## config.mk

```make
export PLATFORM = sky130hd
export DESIGN_NAME = bk_prefix_adder
export DESIGN_NICKNAME = d
export VERILOG_FILES = /design/src/rtl/bk_adder_pkg.sv /design/src/rtl/bk_gp_pregen.sv /design/src/rtl/bk_gp_node.sv /design/src/rtl/bk_prefix_net.sv /design/src/rtl/bk_sum_post.sv /design/src/rtl/bk_prefix_adder.sv
export SDC_FILE = /design/constraint.sdc
export NUM_CORES = 1
export LEC_CHECK = 0
export BUFFER_PORTS_ARGS = -buffer_cell sky130_fd_sc_hd__buf_2
export CAP_MARGIN = 15
export CORE_MARGIN = 4
export CORE_UTILIZATION = 40
export DETAILED_ROUTE_END_ITERATION = 12
export PLACE_DENSITY = 0.8
export SYNTH_ARGS = -nofsm -noshare
export SYNTH_HDL_FRONTEND = slang
export SYNTH_SLANG_ARGS = --single-unit
```

## constraint.sdc

```tcl
create_clock -name vclk -period 3.8
set_input_delay 0.76 -clock vclk [all_inputs]
set_output_delay 0.76 -clock vclk [all_outputs]
set_load 0.01 [all_outputs]
```

## src/rtl/bk_adder_pkg.sv

```systemverilog
// Package: shared types and topology functions for the prefix adder.
// Assumes N is a power of two, N >= 4.
package bk_adder_pkg;

    // Generate/propagate pair carried through the prefix network.
    typedef struct packed {
        logic g;
        logic p;
    } gp_t;

    // Associative merge of a higher span with the adjacent lower span.
    function automatic gp_t gp_merge(gp_t hi, gp_t lo);
        gp_t r;
        r.g = hi.g | (hi.p & lo.g);
        r.p = hi.p & lo.p;
        return r;
    endfunction

    // Number of node levels in the network for width n.
    function automatic int stage_count(int n);
        return 2 * $clog2(n) - 2;
    endfunction

    // Distance to the lower partner of bit i at level s (1-based), 0 = feed-through.
    // Levels 1..L carry the reduction tree; the fill-in tree for span 2^k
    // sits at level 2L-2-k, so its widest span shares level L with the root.
    function automatic int node_span(int n, int s, int i);
        int lg;
        int k;
        int sp;
        lg = $clog2(n);
        sp = 0;
        if (s >= 1 && s <= lg) begin
            k = s - 1;
            if (((i + 1) % (1 << (k + 1))) == 0)
                sp = 1 << k;
        end
        k = 2 * lg - 2 - s;
        if (k >= 0 && k <= lg - 2) begin
            if ((i + 1) >= 3 * (1 << k) &&
                (((i + 1) - 3 * (1 << k)) % (1 << (k + 1))) == 0)
                sp = 1 << k;
        end
        return sp;
    endfunction

    // Total merge nodes the network instantiates for width n.
    function automatic int count_nodes(int n);
        int total;
        total = 0;
        for (int s = 1; s <= stage_count(n); s++)
            for (int i = 0; i < n; i++)
                if (node_span(n, s, i) > 0)
                    total++;
        return total;
    endfunction

endpackage

```

## src/rtl/bk_gp_pregen.sv

```systemverilog
// Module: per-bit generate/propagate formation with carry-in folded into bit 0.
// Assumes: purely combinational, N >= 1.
module bk_gp_pregen #(
    parameter int N = 16
) (
    input  logic [N-1:0] a_i,
    input  logic [N-1:0] b_i,
    input  logic         c_in,
    output logic [N-1:0] g_bit,
    output logic [N-1:0] p_bit
);

    logic [N-1:0] g_raw;

    // Raw generate and propagate for every bit position.
    always_comb begin
        g_raw = a_i & b_i;
        p_bit = a_i ^ b_i;
    end

    // Bit 0 also generates when it propagates an incoming carry.
    always_comb begin
        g_bit    = g_raw;
        g_bit[0] = g_raw[0] | (p_bit[0] & c_in);
    end

endmodule

```

## src/rtl/bk_gp_node.sv

```systemverilog
// Module: one merge node of the prefix network.
// Assumes: hi covers the span directly above lo.
module bk_gp_node
    import bk_adder_pkg::*;
(
    input  gp_t hi,
    input  gp_t lo,
    output gp_t res
);

    // Combine the two adjacent spans.
    always_comb res = gp_merge(hi, lo);

endmodule

```

## src/rtl/bk_prefix_net.sv

```systemverilog
// Module: minimum-size logarithmic prefix network (reduction + fill-in trees).
// Assumes: N is a power of two, N >= 4; outputs are group values over [i:0].
module bk_prefix_net
    import bk_adder_pkg::*;
#(
    parameter int N = 16
) (
    input  logic [N-1:0] g_bit,
    input  logic [N-1:0] p_bit,
    output logic [N-1:0] g_grp
);

    localparam int NSTG = stage_count(N);

    for (genvar s = 0; s <= NSTG; s++) begin : g_stage
        logic [N-1:0] gv;
        logic [N-1:0] pv;
        if (s == 0) begin : g_seed
            assign gv = g_bit;
            assign pv = p_bit;
        end else begin : g_level
            for (genvar i = 0; i < N; i++) begin : g_col
                localparam int SP = node_span(N, s, i);
                if (SP > 0) begin : g_node
                    gp_t hi_gp;
                    gp_t lo_gp;
                    gp_t out_gp;
                    assign hi_gp = '{g: g_stage[s-1].gv[i],    p: g_stage[s-1].pv[i]};
                    assign lo_gp = '{g: g_stage[s-1].gv[i-SP], p: g_stage[s-1].pv[i-SP]};
                    bk_gp_node u_node (
                        .hi  (hi_gp),
                        .lo  (lo_gp),
                        .res (out_gp)
                    );
                    assign gv[i] = out_gp.g;
                    assign pv[i] = out_gp.p;
                end else begin : g_feed
                    assign gv[i] = g_stage[s-1].gv[i];
                    assign pv[i] = g_stage[s-1].pv[i];
                end
            end
        end
    end

    logic [N-1:0] p_grp;

    // Expose the final level of the network.
    always_comb begin
        g_grp = g_stage[NSTG].gv;
        p_grp = g_stage[NSTG].pv;
    end

    // Per-bit carry start/stop and full-propagate relations on the network output.
    always_comb begin
        for (int i = 0; i < N; i++) begin
            if (g_bit[i])
                AST_GEN_FORCES: assert (g_grp[i]) else $error("generate not forced at %0d", i);
            if (!g_bit[i] && !p_bit[i])
                AST_KILL_BLOCKS: assert (!g_grp[i]) else $error("kill not honoured at %0d", i);
            if (p_grp[i])
                AST_PROP_CHAIN: assert (g_grp[i] == g_bit[0]) else $error("propagate chain mismatch at %0d", i);
        end
    end

endmodule

```

## src/rtl/bk_sum_post.sv

```systemverilog
// Module: sum, carry-out and overflow from per-bit propagates and group generates.
// Assumes: g_grp[i] is the carry into bit i+1, carry-in already folded upstream.
module bk_sum_post #(
    parameter int N = 16
) (
    input  logic [N-1:0] p_bit,
    input  logic [N-1:0] g_grp,
    input  logic         c_in,
    output logic [N-1:0] sum_o,
    output logic         c_out,
    output logic         ovf_o
);

    logic [N:0] carry;

    // Carry vector: carry-in at the bottom, group generates above.
    always_comb carry = {g_grp, c_in};

    // Sum bits and flags from the carry vector.
    always_comb begin
        sum_o = p_bit ^ carry[N-1:0];
        c_out = carry[N];
        ovf_o = carry[N] ^ carry[N-1];
    end

endmodule

```

## src/rtl/bk_prefix_adder.sv

```systemverilog
// Module: top of the N-bit minimum-size parallel prefix adder.
// Assumes: N is a power of two, N >= 4; fully combinational.
module bk_prefix_adder #(
    parameter int N = 16
) (
    input  logic [N-1:0] a_i,
    input  logic [N-1:0] b_i,
    input  logic         c_in,
    output logic [N-1:0] sum_o,
    output logic         c_out,
    output logic         ovf_o
);

    logic [N-1:0] g_bit;
    logic [N-1:0] p_bit;
    logic [N-1:0] g_grp;

    bk_gp_pregen #(.N(N)) u_pregen (
        .a_i   (a_i),
        .b_i   (b_i),
        .c_in  (c_in),
        .g_bit (g_bit),
        .p_bit (p_bit)
    );

    bk_prefix_net #(.N(N)) u_net (
        .g_bit (g_bit),
        .p_bit (p_bit),
        .g_grp (g_grp)
    );

    bk_sum_post #(.N(N)) u_post (
        .p_bit (p_bit),
        .g_grp (g_grp),
        .c_in  (c_in),
        .sum_o (sum_o),
        .c_out (c_out),
        .ovf_o (ovf_o)
    );

    // Arithmetic cross-check of the whole datapath and the sign-based overflow rule.
    always_comb begin
        AST_SUM_MATCH: assert ({c_out, sum_o} ==
            ((N+1)'(a_i) + (N+1)'(b_i) + (N+1)'(c_in))) else $error("sum mismatch");
        AST_OVF_SIGN: assert (ovf_o == ((a_i[N-1] == b_i[N-1]) &&
            (sum_o[N-1] != a_i[N-1]))) else $error("overflow rule broken");
    end

endmodule

```

==> summary.txt <==
Floorplan
  – Starting Density: 0.438
  – Die area: about 2400 µm²
  – Die extent in x: slightly below 50 µm
  – Die height: between 40 and 50 µm
  – Rows: 14
  – Core Region: roughly 1500 µm²
  – Ports: 51

Place
  – I/O Buffers: between 50 and 60
  – Post-DP HPWL: approximately 1.5 mm
  – Dpl cells: 140
  – Routability cong.: around 0.65
  – Area after DPL: between 900 and 1000 µm²

Routing
  – Vias: roughly 690
  – Post-DRT Antenna Nets: 0
  – Starting DRT DRC Count: 6
  – DRC: 0
  – Total Wirelength: approximately 1.6 mm
  – DR WL/cell: roughly 12 µm
  – Via/cell ratio: about 4.9
  – TritonRoute pass-1 iters: 4

Yosys
  – Warnings, synthesis: 0
  – Xor and xnor area share after synthesis: 0.104
  – Leading area contributor after synthesis: fa_1
  – Sequential share of the synthesized area: 0
  – Largest family of logic cells by synthesized area: adder cells
  – Synth Area in Simple Gates: 0.0519
  – Post-synthesis cell type count: 19
  – Area share of the largest cell type after synthesis: 0.267
  – Top-count cell post-synth: ha_1
  – Mapped Area: 674 µm²
  – Synthesized area per cell: between 9 and 10 µm²
  – Post-synth net total: around 130
  – Top cells by count, synth: ha_1, inv_1, fa_1
  – Synth Area in Compound Gates: 0.245
  – Synth Area in Adders: 0.527
  – Mapped Cells: 71
  – Top post-synthesis cells by area: fa_1, ha_1, xor2_1
  – Mux share of post-synthesis cell area: 0

Worst setup path
  – Slowest CP cell: fa_2
  – Critical Path Most Common Cell: fa_2
  – Maximum fanout along the worst path: 3
  – CP endpoint kind: output port
  – Crit path from: b_i[0]
  – Worst endpoint required time: 3.04 ns
  – Critical path launch point type: input pin
  – Crit path cell chain: buf_6 > inv_4 > fa_2 > inv_2 > fa_2 > a211oi_4 > o211ai_2 > a41oi_4 > o21ai_2 > fa_2 > xor2_1 > buf_2
  – CP max stage delay: 0.38 ns
  – Setup Crit Path Kind: input pin to output port
  – WP data arrival: approximately 2.9 ns

Timing
  – TNS Setup: 0 ns
  – Endpoints failing setup: 0
  – Period Utilization, post-route: 0.964
  – Final Hold Vio Count: 0
  – Max Clock Freq: between 0.2 and 0.3 GHz
  – Rel. slew slack: 0.756
  – Fin. max-slew vios: 0
  – Worst Max-Slew Pin Slew: ~0.36 ns
  – Fin crit period: between 3 and 4 ns
  – Unrepaired setup endpoints after global routing: true

Power
  – Maximum vdd drop: roughly 0.10 mV
  – Lkg Pwr: 0.557 nW
  – Total power: 0.190 mW
  – PwrDens: between 150 and 200 nW/µm²

Cells and area
  – N_diodes: 0
  – Area Growth Syn to Fin: 49.5%
  – Fin nets: ~180
  – Post-layout util: 0.654
  – # clk buffers: 0
  – Final sequential cell count: 0
  – FF/Latch Area: 0 µm²
  – Layout cell share with drive strength beyond 1: 0.544
  – Final std cells w/o fill: 141
  – Post-route cell area: 1010 µm²

Global routing
  – Number of global-route vias before repair: a little over 700
  – Largest net degree at the start of global routing: 5
  – Antenna violations before repair: 0
  – First-pass GRT wire length: between 2 and 3 mm
  – GR Overflow Total: 0
  – Gr usage total: 0.138

Min path
  – Worst Hold Class: input pin to output port
  – Worst hold start: b_i[10]

Clocking
  – Hold buffer count at CTS: 0

Flow run
  – Max cap viols: 0

Run status
  – Status: finished, final reports clean
[worst paths after layout]
| path | endpoint | depth (start not counted) |
|---|---|---|
| max | ovf_o | 12 |
| min | sum_o[10] | 3 |
[power by group]
group	leakage, nW	internal [mW]	total (mW)	switching [mW]
logic	0.557	0.0903	0.190	0.0999
clock network	0	0	0	0
registers	0	0	0	0
total	0.557	0.0903	0.190	0.0999
[cell usage in the layout (no fill, tap or decap)]
cell type and count:
nand2_1 6, inv_2 2, buf_6 2, buf_4 3
xnor2_1 2, nor3_1 1, ha_1 14, inv_4 2
o31ai_4 1, buf_2 49, fa_1 6, a21o_2 1
nor2_1 2, o211ai_1 1, o21ai_0 2, a21oi_1 5
inv_1 9, fa_2 3, a211oi_4 1, o211ai_2 2
o21a_1 1, a211oi_1 1, o21ai_2 1, a41oi_4 1
a21o_1 1, xor2_1 6
[timing repair]
action,4_1_cts,5_1_grt
pin swaps,1,8
setup buffers,1,0
gates resized for setup,2,12
endpoints found under the setup margin,2,7
[through the flow]
| stage | hold WS [ns] | worst slack (ns) |
|---|---|---|
| 2_1_floorplan | 1.71 | 0.166 |
| 3_3_place_gp | 1.87 | 0.0112 |
| 3_5_place_dp | 1.88 | -0.0303 |
| 4_1_cts | 1.88 | 0.0293 |
| 5_1_grt | 1.91 | -0.0282 |
| 6_report | 1.89 | 0.136 |
[cell families after synthesis]
group | Yosys count
adder cells (fa/ha/maj) | 23
AO/OA/AOI/OAI | 18
buffers and inverters | 13
AND/OR/NAND/NOR | 9
XOR/XNOR | 8
[cell type report]
class	instances	area [µm²]
Fill cell	131	533
Inverter	13	53.8
Multi-Input combinational cell	58	644
Tap cell	16	20.0
Timing Repair Buffer	54	290
[layer usage]
layer  up-vias  wire length, µm  share of wire  GRT usage
met5         -                0              0          0
met4         0                0              0          0
met3         0              148          0.091     0.0183
met2        31              927           0.57      0.260
met1       308              548           0.34      0.173
li1        350                -              -          -
[critical path: cells and delay by family]
family | cells | cell delay (ns)
compound gates | 4 | 0.70
xor+xnor | 1 | 0.16
fa+ha+maj | 3 | 0.95
buf+inv | 4 | 0.33
(Power assumes the default switching activity.)
